$ cat config.mk
export PLATFORM = sky130hd
export DESIGN_NAME = inj_seq_top
export DESIGN_NICKNAME = d
export VERILOG_FILES = /design/src/rtl/inj_pkg.sv /design/src/rtl/inj_cfg.sv /design/src/rtl/inj_trig.sv /design/src/rtl/inj_timer.sv /design/src/rtl/inj_seq_top.sv
export SDC_FILE = /design/constraint.sdc
export NUM_CORES = 1
export LEC_CHECK = 0
export BUFFER_PORTS_ARGS = -buffer_cell sky130_fd_sc_hd__buf_2
export CORE_ASPECT_RATIO = 1.2
export CORE_MARGIN = 3
export CORE_UTILIZATION = 59
export DETAILED_ROUTE_END_ITERATION = 8
export PLACE_DENSITY_LB_ADDON = 0.25
export SLEW_MARGIN = 20
export SYNTH_ARGS = -nofsm -noshare
export SYNTH_HDL_FRONTEND = slang
export SYNTH_HIERARCHICAL = 1
export SYNTH_SLANG_ARGS = --single-unit
$ cat constraint.sdc
create_clock -name clk -period 6.28 [get_ports clk]
set_input_delay 0.314 -clock clk [delete_from_list [all_inputs] [get_ports clk]]
set_output_delay 0.314 -clock clk [all_outputs]
set_load 0.01 [all_outputs]
$ cat src/rtl/inj_pkg.sv
package inj_pkg;
  localparam int ADDR_CTRL  = 0;
  localparam int ADDR_TRIG  = 1;
  localparam int ADDR_STAT  = 2;
  localparam int ADDR_RANK0 = 4;
  localparam int MAX_WINDOW = 384 + 12;

  typedef enum logic [1:0] {
    TRG_NONE = 2'd0,
    TRG_RISE = 2'd1,
    TRG_FALL = 2'd2,
    TRG_BOTH = 2'd3
  } trg_edge_e;

  function automatic int smp_cycles(input logic [2:0] code);
    case (code)
      3'd0: return 4;
      3'd1: return 9;
      3'd2: return 16;
      3'd3: return 24;
      3'd4: return 48;
      3'd5: return 96;
      3'd6: return 192;
      default: return 384;
    endcase
  endfunction

  function automatic int conv_cycles(input logic [1:0] res);
    case (res)
      2'd0: return 12;
      2'd1: return 11;
      2'd2: return 9;
      default: return 7;
    endcase
  endfunction
endpackage

$ cat src/rtl/inj_cfg.sv
module inj_cfg
  import inj_pkg::*;
#(
  parameter int RANKS       = 4,
  parameter int CH_W        = 5,
  parameter int RES_MAX     = 12,
  parameter int SRC_W       = 4,
  parameter int ADDR_W      = 3,
  parameter int DATA_W      = 32,
  parameter int SRC_LOW_MAX = 10,
  localparam int RK_W       = $clog2(RANKS)
) (
  input  logic                          clk,
  input  logic                          rst_n,
  input  logic                          busy,
  input  logic                          we,
  input  logic [ADDR_W-1:0]             addr,
  input  logic [DATA_W-1:0]             wdata,
  output logic [RK_W-1:0]               len_m1,
  output logic                          scan_en,
  output logic                          disc_en,
  output logic                          cont_en,
  output logic                          auto_en,
  output logic [1:0]                    res_sel,
  output logic [1:0]                    edge_sel,
  output logic [SRC_W-1:0]              src_sel,
  output logic [RANKS-1:0][CH_W-1:0]    rank_ch,
  output logic [RANKS-1:0][2:0]         rank_smp,
  output logic [RANKS-1:0][RES_MAX-1:0] rank_off,
  output logic                          ctrl_wr,
  output logic                          eos_clr
);
  logic unused_wdata;
  assign unused_wdata = ^{wdata[DATA_W-1:28], wdata[15:11]};

  function automatic logic src_ok(input logic [SRC_W-1:0] c);
    return (c <= SRC_W'(SRC_LOW_MAX)) || (&c);
  endfunction

  logic trig_wr;
  assign ctrl_wr = we && (addr == ADDR_W'(ADDR_CTRL)) && !busy;
  assign trig_wr = we && (addr == ADDR_W'(ADDR_TRIG)) && src_ok(wdata[4 +: SRC_W]);
  assign eos_clr = we && (addr == ADDR_W'(ADDR_STAT)) && wdata[0];

  always_ff @(posedge clk) begin
    if (!rst_n) begin
      len_m1   <= '0;
      scan_en  <= 1'b0;
      disc_en  <= 1'b0;
      cont_en  <= 1'b0;
      auto_en  <= 1'b0;
      res_sel  <= 2'd0;
    end else if (ctrl_wr) begin
      len_m1   <= wdata[RK_W-1:0];
      scan_en  <= wdata[4];
      disc_en  <= wdata[5];
      cont_en  <= wdata[6];
      auto_en  <= wdata[7];
      res_sel  <= wdata[9:8];
    end
  end

  always_ff @(posedge clk) begin
    if (!rst_n) begin
      edge_sel <= 2'd0;
      src_sel  <= '0;
    end else if (trig_wr) begin
      edge_sel <= wdata[1:0];
      src_sel  <= wdata[4 +: SRC_W];
    end
  end

  for (genvar k = 0; k < RANKS; k++) begin : g_rank
    logic hit;
    assign hit = we && !busy && (addr == ADDR_W'(ADDR_RANK0 + k));
    always_ff @(posedge clk) begin
      if (!rst_n) begin
        rank_ch[k]  <= '0;
        rank_smp[k] <= '0;
        rank_off[k] <= '0;
      end else if (hit) begin
        rank_ch[k]  <= wdata[CH_W-1:0];
        rank_smp[k] <= wdata[10:8];
        rank_off[k] <= wdata[16 +: RES_MAX];
      end
    end
  end
endmodule

$ cat src/rtl/inj_trig.sv
module inj_trig
  import inj_pkg::*;
#(
  parameter int SRC_N = 16,
  localparam int SRC_W = $clog2(SRC_N)
) (
  input  logic             clk,
  input  logic             rst_n,
  input  logic [SRC_N-1:0] ext_trig,
  input  logic [SRC_W-1:0] src_sel,
  input  logic [1:0]       edge_sel,
  input  logic             sw_start,
  input  logic             reg_done,
  input  logic             auto_en,
  input  logic             disc_eff,
  input  logic             busy,
  output logic             start_req
);
  logic [2:0] sh;
  logic       rise, fall, hit, auto_ok;

  always_ff @(posedge clk) begin
    if (!rst_n) sh <= '0;
    else        sh <= {sh[1:0], ext_trig[src_sel]};
  end

  assign rise = sh[1] & ~sh[2];
  assign fall = ~sh[1] & sh[2];

  always_comb begin
    case (trg_edge_e'(edge_sel))
      TRG_RISE: hit = rise;
      TRG_FALL: hit = fall;
      TRG_BOTH: hit = rise | fall;
      default:  hit = 1'b0;
    endcase
  end

  assign auto_ok   = auto_en && !disc_eff && (trg_edge_e'(edge_sel) == TRG_NONE);
  assign start_req = !busy && (sw_start || hit || (auto_ok && reg_done));
endmodule

$ cat src/rtl/inj_timer.sv
module inj_timer
  import inj_pkg::*;
#(
  parameter int CNT_W = $clog2(MAX_WINDOW + 1)
) (
  input  logic       clk,
  input  logic       rst_n,
  input  logic       go,
  input  logic [2:0] smp_code,
  input  logic [1:0] res_sel,
  output logic       sampling,
  output logic       converting,
  output logic       done
);
  logic             active;
  logic [CNT_W-1:0] cnt, last, smp_n;

  always_ff @(posedge clk) begin
    if (!rst_n) begin
      active <= 1'b0;
      cnt    <= '0;
      last   <= '0;
      smp_n  <= '0;
    end else if (go) begin
      active <= 1'b1;
      cnt    <= '0;
      last   <= CNT_W'(smp_cycles(smp_code) + conv_cycles(res_sel) - 1);
      smp_n  <= CNT_W'(smp_cycles(smp_code));
    end else if (active) begin
      if (cnt == last) active <= 1'b0;
      else             cnt    <= cnt + 1'b1;
    end
  end

  assign done       = active && (cnt == last);
  assign sampling   = active && (cnt < smp_n);
  assign converting = active && !sampling;
endmodule

$ cat src/rtl/inj_seq_top.sv
module inj_seq_top
  import inj_pkg::*;
#(
  parameter int CH_W    = 5,
  parameter int RANKS   = 4,
  parameter int RES_MAX = 12,
  parameter int SRC_N   = 16,
  parameter int ADDR_W  = 3,
  parameter int DATA_W  = 32,
  localparam int RK_W   = $clog2(RANKS),
  localparam int SRC_W  = $clog2(SRC_N),
  localparam int RD_W   = RES_MAX + 1
) (
  input  logic               clk,
  input  logic               rst_n,
  input  logic               cfg_we,
  input  logic [ADDR_W-1:0]  cfg_addr,
  input  logic [DATA_W-1:0]  cfg_wdata,
  input  logic               sw_start,
  input  logic               reg_done,
  input  logic [SRC_N-1:0]   ext_trig,
  input  logic [RES_MAX-1:0] adc_raw,
  output logic [CH_W-1:0]    adc_chan,
  output logic               adc_sample,
  output logic               adc_convert,
  output logic               busy,
  output logic               res_valid,
  output logic [RK_W-1:0]    res_rank,
  output logic [RD_W-1:0]    res_data,
  output logic               eos,
  input  logic [RK_W-1:0]    rd_rank,
  output logic [RD_W-1:0]    rd_data
);
  logic [RK_W-1:0]               len_m1;
  logic                          scan_en, disc_en, cont_en, auto_en;
  logic [1:0]                    res_sel, edge_sel;
  logic [SRC_W-1:0]              trig_src;
  logic [RANKS-1:0][CH_W-1:0]    rank_ch;
  logic [RANKS-1:0][2:0]         rank_smp;
  logic [RANKS-1:0][RES_MAX-1:0] rank_off;
  logic                          ctrl_wr, eos_clr, start_req, conv_done;
  logic                          disc_eff, go, run_end;
  logic [RK_W-1:0]               cur, ptr, nlast, next_rank;
  logic [RES_MAX-1:0]            mask;
  logic [RD_W-1:0]               diff;
  logic [RANKS-1:0][RD_W-1:0]    store;

  inj_cfg #(
    .RANKS(RANKS), .CH_W(CH_W), .RES_MAX(RES_MAX), .SRC_W(SRC_W),
    .ADDR_W(ADDR_W), .DATA_W(DATA_W)
  ) u_cfg (
    .clk(clk), .rst_n(rst_n), .busy(busy), .we(cfg_we), .addr(cfg_addr),
    .wdata(cfg_wdata), .len_m1(len_m1), .scan_en(scan_en), .disc_en(disc_en),
    .cont_en(cont_en), .auto_en(auto_en), .res_sel(res_sel),
    .edge_sel(edge_sel), .src_sel(trig_src), .rank_ch(rank_ch),
    .rank_smp(rank_smp), .rank_off(rank_off), .ctrl_wr(ctrl_wr),
    .eos_clr(eos_clr)
  );

  assign disc_eff = disc_en && scan_en && !cont_en;
  assign nlast    = scan_en ? len_m1 : '0;

  inj_trig #(.SRC_N(SRC_N)) u_trig (
    .clk(clk), .rst_n(rst_n), .ext_trig(ext_trig), .src_sel(trig_src),
    .edge_sel(edge_sel), .sw_start(sw_start), .reg_done(reg_done),
    .auto_en(auto_en), .disc_eff(disc_eff), .busy(busy),
    .start_req(start_req)
  );

  assign run_end   = conv_done && (disc_eff || (cur == nlast));
  assign go        = start_req || (conv_done && !run_end);
  assign next_rank = start_req ? (disc_eff ? ptr : '0) : RK_W'(cur + 1'b1);

  inj_timer u_timer (
    .clk(clk), .rst_n(rst_n), .go(go), .smp_code(rank_smp[next_rank]),
    .res_sel(res_sel), .sampling(adc_sample), .converting(adc_convert),
    .done(conv_done)
  );

  always_ff @(posedge clk) begin
    if (!rst_n) begin
      busy <= 1'b0;
      cur  <= '0;
      ptr  <= '0;
      eos  <= 1'b0;
    end else begin
      if (go) cur <= next_rank;
      if (start_req)    busy <= 1'b1;
      else if (run_end) busy <= 1'b0;
      if (ctrl_wr) ptr <= '0;
      else if (conv_done && disc_eff) ptr <= (cur == nlast) ? '0 : RK_W'(cur + 1'b1);
      else if (conv_done && (cur == nlast)) ptr <= '0;
      if (conv_done && (cur == nlast)) eos <= 1'b1;
      else if (eos_clr)                eos <= 1'b0;
    end
  end

  assign adc_chan = rank_ch[cur];
  assign mask     = {RES_MAX{1'b1}} >> {res_sel, 1'b0};
  assign diff     = {1'b0, adc_raw & mask} - {1'b0, rank_off[cur] & mask};

  always_ff @(posedge clk) begin
    if (!rst_n) begin
      res_valid <= 1'b0;
      res_rank  <= '0;
      res_data  <= '0;
    end else begin
      res_valid <= conv_done;
      if (conv_done) begin
        res_rank <= cur;
        res_data <= diff;
      end
    end
  end

  for (genvar k = 0; k < RANKS; k++) begin : g_store
    always_ff @(posedge clk) begin
      if (!rst_n)                                  store[k] <= '0;
      else if (conv_done && (cur == RK_W'(k)))     store[k] <= diff;
    end
  end

  assign rd_data = store[rd_rank];
endmodule

Word-level counts from Yosys, hierarchy flattened

Index checks and enable logic that the tools add are counted.

Register bits: 199
Input port bits: 70
Output and inout bits: 38
Logic and storage cells: 159

$add $sub $neg: 5
Order comparisons: 6
Equality and inequality tests: 22
Shifts and indexed selects: 1
Multiplexer cells: 30
Bitwise logic cells: 9
Reductions and logical operators: 50

Operator list:

| operator                                                                     | number |
|---|---|
| 9-bit one-hot mux with 7 select lines                                        | 1 |
| 9-bit 2-to-1 mux                                                             | 4 |
| 1-bit logical AND                                                            | 28 |
| 13-bit binary-select mux with 2-bit select                                   | 1 |
| 12-bit AND                                                                   | 2 |
| 12-bit binary-select mux with 2-bit select                                   | 1 |
| 3-bit == test, second input constant                                         | 7 |
| 13-bit 2-to-1 mux                                                            | 1 |
| 12-bit by 12-bit subtractor with 13-bit output                               | 1 |
| 12-bit 2-to-1 mux                                                            | 1 |
| 2-bit 2-to-1 mux                                                             | 6 |
| 4-bit one-hot mux with 3 select lines                                        | 1 |
| 12-bit by 3-bit >> shifter with 12-bit output, first input constant          | 1 |
| 5-bit binary-select mux with 2-bit select                                    | 1 |
| 2-bit == test, second input constant                                         | 5 |
| 9-bit by 1-bit adder with 9-bit output, second input constant                | 1 |
| 9-bit adder                                                                  | 1 |
| 3-bit by 2-bit == test with 1-bit output, second input constant              | 3 |
| 9-bit == test                                                                | 1 |
| 2-bit by 3-bit less-than comparator with 1-bit output, second input constant | 3 |
| 9-bit less-than comparator                                                   | 1 |
| 9-bit by 2-bit subtractor with 9-bit output, second input constant           | 1 |
| 1-bit 2-to-1 mux                                                             | 8 |
| 3-bit binary-select mux with 2-bit select                                    | 1 |
| other kinds (21)                                                             | 42 |

Logic depth before layout (Yosys ltp)

Gate-level depths: netlist of run 1.

Depth after elaboration: 17
Mapped depth: 22
Depth with buffers taken out: 22

Cells and area by module

Netlist of run 1, hierarchy kept.

Modules (own cells, without submodules):

| module      | times used | cells each | area an instance (um^2) | seq. area each (um^2) |
|---|---|---|---|---|
| inj_seq_top | 1          | 506        | 4653.2                  | 1481.4 |
| inj_cfg     | 1          | 413        | 3578.4                  | 1881.8 |
| inj_timer   | 1          | 206        | 1764.2                  | 540.5 |
| inj_trig    | 1          | 31         | 304.0                   | 60.1 |

Least setup slack after synthesis of run 1

Ideal clock, no wire load.

Kind: register to register
Start point: register u_cfg.scan_en
End point: register u_timer.last[7]
Library setup time: 0.132 ns
Arrival: 4.299 ns
Data required time: 6.148 ns
Setup slack: 1.849 ns
Stages on the path, launching flop included: 21
Buffers on the path: 1
Period minus slack after synthesis: 4.431 ns
Path through: dfxtp_1 -> nand3b_1 -> inv_1 -> and3b_1 -> mux4_2 -> nor2_1 -> nor2_1 -> o22ai_2 -> nor2b_1 -> a211oi_1 -> a21oi_1 -> clkbuf_1 -> or3_1 -> ha_1 -> inv_1 -> fa_1 -> a21o_1 -> a21o_1 -> a21oi_1 -> mux2i_1 -> a21oi_1

Word-level cells in the longest chain between the ends: 17
Elaborated cells between the ends (all ways): 31
Those cells by class: 2 x add/sub; 7 x eq/ne; 8 x mux; 14 x reduce/logical

Ends and longest elaborated chain:

| what                                        | RTL line          | RTL |
|---|---|---|
| from (decl)                                 | inj_cfg.sv:20     | `output logic scan_en,` |
| from (signal assigned)                      | inj_cfg.sv:55     | `scan_en <= wdata[4];` |
| 1-bit logical AND (*) (2 in series)         | inj_seq_top.sv:60 | `assign disc_eff = disc_en && scan_en && !cont_en;` |
| via disc_eff                                | inj_seq_top.sv:42 | `logic disc_eff, go, run_end;` |
| 1-bit zero test (*)                         | inj_trig.sv:39    | `assign auto_ok = auto_en && !disc_eff && (trg_edge_e'(edge_sel) == TRG_NONE);` |
| 1-bit logical AND (*) (2 in series)         | inj_trig.sv:39    |  |
| 1-bit logical AND (*)                       | inj_trig.sv:40    | `assign start_req = !busy && (sw_start \|\| hit \|\| (auto_ok && reg_done));` |
| 1-bit logical OR (*)                        | inj_trig.sv:40    |  |
| 1-bit logical AND (*)                       | inj_trig.sv:40    |  |
| via start_req                               | inj_seq_top.sv:41 | `logic ctrl_wr, eos_clr, start_req, conv_done;` |
| 2-bit 2-to-1 mux                            | inj_seq_top.sv:72 | `assign next_rank = start_req ? (disc_eff ? ptr : '0) : RK_W'(cur + 1'b1);` |
| 3-bit binary-select mux with 2-bit select   | inj_seq_top.sv:75 | `.clk(clk), .rst_n(rst_n), .go(go), .smp_code(rank_smp[next_rank]),` |
| 3-bit 2-to-1 mux (not written as such)      | inj_seq_top.sv:75 |  |
| 3-bit == test, or another cell as far along | inj_pkg.sv:16     | `case (code)` |
| 9-bit one-hot mux with 7 select lines       | inj_pkg.sv:16     |  |
| 9-bit 2-to-1 mux                            | inj_timer.sv:24   | `end else if (go) begin` |
| 9-bit 2-to-1 mux                            | inj_timer.sv:19   | `if (!rst_n) begin` |
| 9-bit adder                                 | inj_timer.sv:27   | `last <= CNT_W'(smp_cycles(smp_code) + conv_cycles(res_sel) - 1);` |
| 9-bit by 2-bit subtractor with 9-bit output | inj_timer.sv:27   |  |
| to (signal assigned)                        | inj_timer.sv:27   |  |
| to (decl)                                   | inj_timer.sv:16   | `logic [CNT_W-1:0] cnt, last, smp_n;` |

Mark *: on every way through the listed nets, which the timed path passes. The rest lies on a longest branch. The select of a mux whose other input is x is not followed.
A chain may end at the register's enable or synchronous reset.

Worst setup path in the final report of run 1

Same ends and word-level chain as after synthesis.

==> results of run 1 <==
-- cell families after synthesis --
logic type / synth area share, %
flops: 38.5
simple gates: 20.9
fa+ha+maj: 4.88
compound gates: 18.6
xor+xnor: 1.53
buf+inv: 4.86
mux: 10.7
-- flip-flops by register name, summed over array words and instances, names as in the netlist, 2 cells and up --
| signal | flops |
|---|---|
| u_cfg/src_sel | 4 |
| u_cfg/rank_off | 48 |
| u_trig/sh | 3 |
| cur | 2 |
| u_cfg/res_sel | 2 |
| u_cfg/rank_ch | 20 |
| u_timer/last | 9 |
| res_data | 13 |
| u_cfg/rank_smp | 12 |
| store | 52 |
| u_cfg/edge_sel | 2 |
| u_timer/smp_n | 8 |
| res_rank | 2 |
| u_cfg/len_m1 | 2 |
| u_timer/cnt | 9 |
| ptr | 2 |
-- area by class of cell --
type | instances | area [um2]
multi-input combinational | 841 | 5860
fill | 1418 | 5630
sequential | 198 | 3960
timing repair buffer | 103 | 531
clock buffer | 17 | 425
tap | 216 | 270
inverter | 44 | 165
clock inverter | 15 | 133
-- stage by stage --
step                instances  hold slack, ps  worst slack [ps]  util [%]
finish                   1434             128              1230      66.9
global route             1434             139               843      66.9
CTS                      1434             120              1240      66.9
detailed placement       1402             415              1250      63.6
global placement         1402             408              1340      63.6
floorplan                1156             406              1850         -
-- power by group through the flow --
stage          registers, mW  clock network [mW]  logic (mW)
6_report                1.33                1.04       0.438
5_1_grt                 1.33                1.11       0.485
3_3_place_gp            1.35                   0       0.426
2_1_floorplan           1.35                   0       0.320
3_5_place_dp            1.35                   0       0.437
4_1_cts                 1.33                1.06       0.438
-- layer usage --
metal	global-route usage, %	vias up	routed length [um]
met5	0	-	0
met4	6.87	0	371
met3	5.15	31	1420
met2	45.3	258	12200
met1	32.7	3973	10300
li1	-	4165	-
-- worst max-delay path, stage by stage (launching register included) --
cell and delay [ps]:
dfxtp_1 380, nand3b_1 180, inv_1 160, and3b_1 190
mux4_2 440, nor2_1 150, nor2_1 110, nand2_1 90
nor2_1 40, a21oi_1 430, a211oi_1 80, a21oi_1 610
nand2b_1 230, nand2b_1 150, ha_1 150, inv_1 40
ha_1 200, fa_1 410, a21o_1 200, a21o_1 200
a21oi_1 190, mux2i_1 200, a21oi_1 80
-- path summary, 6_finish.rpt --
path | startpoint | endpoint | slack, ps | cells after the start
worst max-delay path | u_cfg/scan_en | u_timer/last[7] | 1230 | 22
worst min-delay path | cfg_wdata[2] | u_cfg/rank_ch[17] | 130 | 3
worst max register to register | u_cfg/scan_en | u_timer/last[7] | 1230 | 22
worst min register to register | u_trig/sh[0] | u_trig/sh[1] | 430 | 1
-- synthesized netlist by cell type (all sizes together) (7+ instances only) --
cell | instances | share of area, %
clkbuf | 45 | 1.7
mux4 | 33 | 7.2
nor2b | 29 | 1.8
o211ai | 8 | 0.68
nor3 | 10 | 0.53
buf | 28 | 1.6
o31ai | 13 | 1.0
nor2 | 19 | 0.77
nand2b | 11 | 0.67
dfxtp | 198 | 38
a21boi | 90 | 6.6
nand3 | 58 | 2.8
nand3b | 7 | 0.51
nand2 | 244 | 8.9
xnor2 | 12 | 1.0
inv | 44 | 1.6
o21ai | 47 | 2.3
a21oi | 33 | 1.7
or4 | 11 | 0.80
o311ai | 15 | 1.3
and2 | 34 | 2.1
o211a | 14 | 1.4
ha | 37 | 4.5
a21o | 7 | 0.52
mux2i | 36 | 3.5
a211oi | 10 | 1.0
==> results.yml, run 1 <==
run_status:
  outcome: "complete, no violations"
global_routing:
  grt-ovfl-total: 0
  track_usage_pct: 25.9
  antenna_found_initial: 0
  grt_pass1_vias: 8089
  grt_start_max_net_pins: 118
  grt_pass1_wl_um: 39900
power:
  ir_drop_uv: 192
  report.power.total_mw: 2.81
  switchingPower_uw: 811
  internal-power_mw: 2.00
  p_sw_share_pct: 28.9
  power_density_nw_per_um2: 247
  p_leak_nw: 4.37
  seqPwrFrac_pct: 47.2
  clkPwrFrac_pct: 37.2
  combPwrFrac_pct: 15.6
clocking:
  cts_tree: "done"
  ctsResizeCount: 0
  cts_hold_buf: 0
  cts_made_buffers: 17
  cts_sinks: 198
  worstSkewPairLatency_ps: 440
  clk_pin_slew_worst_paths_ps: 80
  post_cts_buffers: 0
  htreeDepth: 4
  clock-root-buffer: "clkbuf_16"
  cts_max_path_buffers: 2
logic_synthesis:
  synth_area_um2: 10300
  ys_warn_count: 6
  async_flop_share_pct: 0
  postSynthAreaPerCell_um2: 8.91
  ys.flop_type: "dfxtp_1"
  syn-num-nets: 1265
  ys_seq_area_share_pct: 38.5
  ys_seq_elements: 198
  ys_types: 73
  postSynthCellCount: 1156
  synth_enable_flop_cells: 0
layout:
  drive_gt1_share_pct: 15.8
  area_growth_pct: 10.2
  final_cell_mix: "244 x nand2_1, 198 x dfxtp_1, 97 x buf_2"
  layout_commonest_cell: "nand2_1"
  final_area_um2: 11400
  fin_nets: 1314
  antennaDiodeCount: 0
floorplanning:
  coreArea_um2: 17000
  rows: 52
  pin_count: 108
  die_h_um: 151
  die_x_um: 127
  die-area_um2: 19100
  initial_core_util_pct: 60.7
detailed_routing:
  dr.pass1.iters: 6
  vias: 8427
  avgRoutedWirePerCell_um: 17.0
  ant_nets: 0
  vias_per_cell: 5.88
  drc: 0
  drt-initial-drc-count: 596
  drt_wl_total_um: 24300
placed_design:
  gp_congestion: 0.891
  portBuffers: 98
  placedInstanceArea_um2: 10800
  dp_hpwl_um: 16500
worst_setup_path:
  cp-start-kind: "flip-flop"
  critPathKind: "flip-flop to flip-flop"
  cp.required_ps: 6570
  cp-end-kind: "flip-flop"
  cp_data_arrival_time_ps: 5340
  worstPathMaxFanout: 11
sta:
  relSlewSlack_pct: 29.2
  grt_setup_unrepaired: "false"
  layout_min_cycle_time_ps: 5050
  setup_viol: 0
  post-route-period-util_pct: 80.3
  max_freq_ghz: 0.198
  finalMaxSlewViolations: 0
  finalSetupTns_ps: 0
  hold_viol: 0
  timing.clock.skew_ps: 12.2
  tightestPinTransition_ps: 1060
job:
  drv_cap: 0
worst_hold_path:
  min_path_type: "input pin to flip-flop"
Note: power is estimated with default switching activity, not from simulation.
==> inputs of run 2 (changes only) <==
ABC_AREA = 1   (was default)
clock period = 5.3 ns   (was 6.28 ns; I/O delays follow)
==> run 2 against run 1 <==
  * Via count increased by 14%
  * Global-route usage increased by 0.12 points
  * First-iteration DRC count increased by 32%
  * Flip-flop and latch count unchanged
  * Die area increased by 0.50%
  * Critical path type unchanged
==> results.yml, run 2 <==
global_routing:
  track_usage_pct: 26.0
  grt-ovfl-total: 0
  grt_pass1_wl_um: 40900
  grt_pass1_vias: 8441
  antenna_found_initial: 1
  grt_start_max_net_pins: 123
sta:
  hold_viol: 0
  timing.final.ws_setup_ps: 1200
  finalMaxSlewViolations: 0
  max_freq_ghz: 0.244
  setup_viol: 0
  whs_ps: 93.8
  finalSetupTns_ps: 0
  tightestPinTransition_ps: 1110
  layout_min_cycle_time_ps: 4100
  timing.clock.skew_ps: 7.57
  post-route-period-util_pct: 77.3
  relSlewSlack_pct: 26.1
  grt_setup_unrepaired: "false"
layout:
  layout_commonest_cell: "nor2_1"
  largest_reg_flops: 52
  finish.utilization_pct: 66.8
  final_cell_mix: "339 x nor2_1, 203 x nand2_1, 198 x dfxtp_1"
  area_growth_pct: 9.96
  final_area_um2: 11400
  top_register: "store"
  reg.largest.list: "store (52), u_cfg/rank_off (48), u_cfg/rank_ch (20)"
  fin_nets: 1666
  drive_gt1_share_pct: 14.2
  antennaDiodeCount: 0
  final_cell_count_no_fill: 1785
clocking:
  clock-root-buffer: "clkbuf_16"
  htreeDepth: 4
  clk_pin_slew_worst_paths_ps: 70
  worstSkewPairLatency_ps: 440
  cts_hold_buf: 0
  cts_tree: "done"
  ctsResizeCount: 0
  cts_sinks: 198
  cts_max_path_buffers: 2
  post_cts_buffers: 0
  cts_made_buffers: 17
logic_synthesis:
  synth_area_um2: 10400
  ys_warn_count: 6
  ys_types: 47
  synth_top_area_cell: "dfxtp_1"
  synth.most_common_cell: "nor2_1"
  synthTopCellsByCount: "340 x nor2_1, 203 x nand2_1, 198 x dfxtp_1"
  postSynthCellCount: 1504
  postSynthAreaPerCell_um2: 6.88
  ys.flop_type: "dfxtp_1"
  synth_area_leaders: "dfxtp_1 38%, nor2_1 12%, o21ai_0 8.6%"
  ys_seq_area_share_pct: 38.3
  ys_seq_elements: 198
  async_flop_share_pct: 0
  synth_enable_flop_cells: 0
  syn-num-nets: 1613
  yosysTopAreaCellShare_pct: 38.3
power:
  p_sw_share_pct: 32.7
  clkPwrFrac_pct: 33.1
  report.power.total_mw: 4.03
  combPwrFrac_pct: 26.0
  power_density_nw_per_um2: 354
  p_leak_nw: 5.29
  switchingPower_mw: 1.32
  ir_drop_uv: 245
  internal-power_mw: 2.71
  seqPwrFrac_pct: 40.9
worst_setup_path:
  worst_path_most_repeated_cell: "inv_1"
  cp_data_arrival_time_ps: 4430
  critPathKind: "flip-flop to flip-flop"
  path_cells: "inv_1 -> ha_1 -> o211ai_1 -> a21oi_1 -> nor2_1 -> inv_1 -> nand2_1 -> nand2_2 -> nand2_1 -> nand2_1 -> o22ai_1 -> inv_1 -> nor2_1 -> inv_1 -> ha_1 -> inv_1 -> ha_1 -> nand3_1 -> nand3_1 -> a21oi_1 -> nand2b_1 -> nand3_1 -> nand2_1 -> inv_1"
  slowest_stage: "dfxtp_1"
  worstPathMaxFanout: 9
  cp.required_ps: 5640
  cp-start-kind: "flip-flop"
  cp-end-kind: "flip-flop"
  slowest_delay_ps: 350
detailed_routing:
  ant_nets: 0
  drc: 0
  drt-initial-drc-count: 788
  vias_per_cell: 5.40
  avgRoutedWirePerCell_um: 14.1
  vias: 9632
  drt_wl_total_um: 25200
  dr.pass1.iters: 8
floorplanning:
  pin_count: 108
  die-area_um2: 19200
  coreArea_um2: 17000
  die_x_um: 127
  die_h_um: 151
  initial_core_util_pct: 60.7
  rows: 52
placed_design:
  portBuffers: 98
  gp_congestion: 0.906
  dpl_worst_slack_ps: 1290
  dp_hpwl_um: 16700
  place_inst: 1754
  placedInstanceArea_um2: 10800
run_status:
  outcome: "complete, no violations"
job:
  drv_cap: 0
worst_hold_path:
  min_path_type: "input pin to flip-flop"
run 2: changes by cell type after synthesis, moves of 36 or more:
cell      change
a21oi_1      +36
a21boi_1     -68
nand2_1      -41
o21ai_0     +136
nor2_1      +322
inv_1       +113
mux2i_1      -36
run 2: critical path: cells and delay by family, from the launching register on:
| family | cells | cell delay (ps) |
|---|---|---|
| AO/OA/AOI/OAI | 4 | 820 |
| adder cells (fa/ha/maj) | 3 | 900 |
| AND/OR/NAND/NOR | 11 | 1380 |
| buffers and inverters | 6 | 530 |
| flip-flops | 1 | 350 |
run 2: metal layers:
layer / GRT usage, % / vias up / wire [um]
met4: 8.15 / 2 / 367
met5: 0 / - / 7
li1: - / 4931 / -
met3: 4.30 / 32 / 1530
met2: 43.4 / 265 / 12200
met1: 34.6 / 4402 / 11100
run 2: power groups by stage:
stage | combinational [mW] | clock [mW] | sequential, mW
2_1_floorplan | 0.772 | 0 | 1.67
3_3_place_gp | 1.01 | 0 | 1.68
3_5_place_dp | 1.04 | 0 | 1.68
4_1_cts | 1.04 | 1.35 | 1.65
5_1_grt | 1.19 | 1.42 | 1.66
6_report | 1.05 | 1.33 | 1.65
run 2: worst paths after layout:
kind	start	to	slack (ps)	cells after the start
setup / recovery	u_trig/sh[1]	u_timer/last[6]	1200	24
hold / removal	cfg_wdata[23]	u_cfg/rank_off[43]	90	3
setup reg to reg	u_trig/sh[1]	u_timer/last[6]	1200	24
hold reg to reg	u_trig/sh[0]	u_trig/sh[1]	410	2
run 2: final cells by class:
class / instances / area [um2]
multi-input combinational: 1058 / 5310
fill: 1558 / 5660
sequential: 198 / 3960
clock inverter: 11 / 149
timing repair buffer: 105 / 546
clock buffer: 20 / 457
inverter: 177 / 686
tap: 216 / 270
run 2: cells by family after synthesis:
logic type	count (synthesis)	share of synthesized area, %
xor+xnor	14	1.33
flops	198	38.3
buf+inv	248	10.4
fa+ha+maj	39	4.86
simple gates	687	28.2
compound gates	318	16.9
==> inputs of run 3 (changes only) <==
ABC_AREA = 0   (was 1)
CORE_UTILIZATION = 54   (was 59)
clock period = 3.5 ns   (was 5.3 ns; I/O delays follow)
==> run 3 against run 2 <==
  * The flow now finishes with violations (setup timing)
  * Die area up 8.3%
  * Worst setup slack got worse by 1800 ps
  * Core utilization is 1.6 points lower
  * First-iteration DRC count fell by 30%
  * Via count shrank 9.8%
  * Combinational power shrank 12%
  * Sequential share of layout area down 1.8 points
  * Clock-buffer cell count is the same
  * Cell count fell by 15%
  * Clock skew rose by 2.8 ps
  * Largest power group unchanged
==> results.yml, run 3 (synthesis gave the netlist of run 1 again) <==
run_status:
  outcome: "finished, violations left"
  violations: "setup timing"
worst_setup_path:
  cp_data_arrival_time_ps: 4380
  cp-start-kind: "flip-flop"
  reg2reg_to: "u_timer/last[7]"
  ff2ff_path_depth: 19
  worstPathMaxFanout: 6
  slowest_delay_ps: 490
  cp.required_ps: 3820
  path_cells: "nand3b_1 -> inv_2 -> and3b_1 -> mux4_2 -> nor2_4 -> nor2_4 -> o22ai_4 -> buf_6 -> mux2i_1 -> a21oi_2 -> or3_4 -> ha_4 -> inv_2 -> fa_2 -> a21o_1 -> a21o_1 -> a21oi_2 -> mux2i_1 -> a21oi_1"
  r2r_slack_ps: -560
  r2r_start: "u_cfg/cont_en"
  slowest_stage: "mux4_2"
  critPathKind: "flip-flop to flip-flop"
  cp-end-kind: "flip-flop"
global_routing:
  antenna_found_initial: 1
  track_usage_pct: 24.5
  grt_pass1_wl_um: 41400
  grt_start_max_net_pins: 117
  grt_pass1_vias: 8208
  grt-ovfl-total: 0
floorplanning:
  coreArea_um2: 18400
  die_x_um: 132
  initial_core_util_pct: 55.8
  pin_count: 108
  die-area_um2: 20800
  rows: 54
  die_h_um: 157
detailed_routing:
  drt_wl_total_um: 25900
  drc: 0
  dr.pass1.iters: 5
  vias: 8685
  drt-initial-drc-count: 549
  vias_per_cell: 5.72
  avgRoutedWirePerCell_um: 17.1
  ant_nets: 0
clocking:
  cts_made_buffers: 17
  clk_pin_slew_worst_paths_ps: 70
  htreeDepth: 4
  cts_tree: "done"
  clock-root-buffer: "clkbuf_16"
  worstSkewPairLatency_ps: 430
  cts_sinks: 198
  cts_max_path_buffers: 2
worst_hold_path:
  holdPathStages: 3
  hold_end: "u_cfg/rank_off[36]"
  hp-start: "cfg_wdata[16]"
  min_path_type: "input pin to flip-flop"
placed_design:
  gp_congestion: 0.881
  portBuffers: 98
  dp_hpwl_um: 17300
  place_inst: 1471
  dpl_worst_slack_ps: -611
layout:
  layout_commonest_cell: "nand2_1"
  fin_nets: 1363
  top_register: "store"
  final_cell_mix: "243 x nand2_1, 195 x dfxtp_1, 97 x buf_2"
  reg.largest.list: "store (52), u_cfg/rank_off (48), u_cfg/rank_ch (20)"
  largest_reg_flops: 52
  final_cell_count_no_fill: 1518
  area_growth_pct: 16.8
  antennaDiodeCount: 0
  drive_gt1_share_pct: 20.5
power:
  p_leak_nw: 4.67
  ir_drop_uv: 337
  report.power.total_mw: 5.40
  power_density_nw_per_um2: 449
sta:
  grt_setup_unrepaired: "true"
  setup_viol: 7
  post-route-period-util_pct: 116
  finalMaxSlewViolations: 0
  layout_min_cycle_time_ps: 4060
  finalSetupTns_ps: -2920
  relSlewSlack_pct: 29.6
  tightestPinTransition_ps: 1050
  timing.final.ws_setup_ps: -563
  whs_ps: 10.1
  max_freq_ghz: 0.246
  timing.clock.skew_ps: 10.4
  hold_viol: 0
job:
  drv_cap: 0
run 3: stage by stage:
step,cell area (um2),util [%]
global placement,11200,60.6
global route,12000,65.2
floorplan,10300,-
CTS,12000,65.2
finish,12000,65.2
detailed placement,11200,60.6
run 3: worst max-delay path by stage:
stage / from / slack (ps) / cells after the start / end
finish: u_cfg/cont_en / -560 / 19 / u_timer/last[7]
global route: u_cfg/cont_en / -760 / 19 / u_timer/last[7]
CTS: u_cfg/cont_en / -530 / 19 / u_timer/last[7]
detailed placement: u_cfg/cont_en / -610 / 18 / u_timer/last[7]
global placement: u_cfg/cont_en / -490 / 19 / u_timer/last[7]
floorplan: u_cfg/cont_en / -580 / 20 / u_timer/last[7]
run 3: critical path, delay by kind of cell, from the launching register on:
| family | cells | cell delay [ps] |
|---|---|---|
| buf+inv | 3 | 280 |
| flops | 1 | 320 |
| mux | 3 | 880 |
| fa+ha+maj | 2 | 620 |
| simple gates | 5 | 950 |
| compound gates | 6 | 890 |
run 3: layer usage:
layer,part of all wire [%],vias to the layer above,track usage [%]
li1,-,4275,-
met3,4.9,28,4.64
met4,1.4,2,6.85
met1,44,4148,31.7
met2,50,232,42.3
met5,0.027,-,0
run 3: final cells by class:
| class | count | area, um2 |
|---|---|---|
| fill | 1521 | 6420 |
| multi-input combinational | 841 | 5990 |
| sequential | 198 | 3970 |
| timing repair buffer | 152 | 955 |
| clock buffer | 20 | 467 |
| tap | 252 | 315 |
| inverter | 44 | 168 |
| clock inverter | 11 | 160 |
run 3: where the power goes:
group	total, mW	switching [mW]	leakage, nW	internal [mW]
sequential	2.38	0.0511	1.60	2.33
combinational	0.926	0.519	2.77	0.406
clock	2.09	0.894	0.302	1.20
total	5.40	1.46	4.67	3.93
run 3: repair_timing:
item	in CTS	in global routing
hold buffers	6	0
setup buffers	10	0
endpoints found under the hold margin	10	0
endpoints found under the setup margin	7	7
pin swaps	7	1
resized for setup	20	0
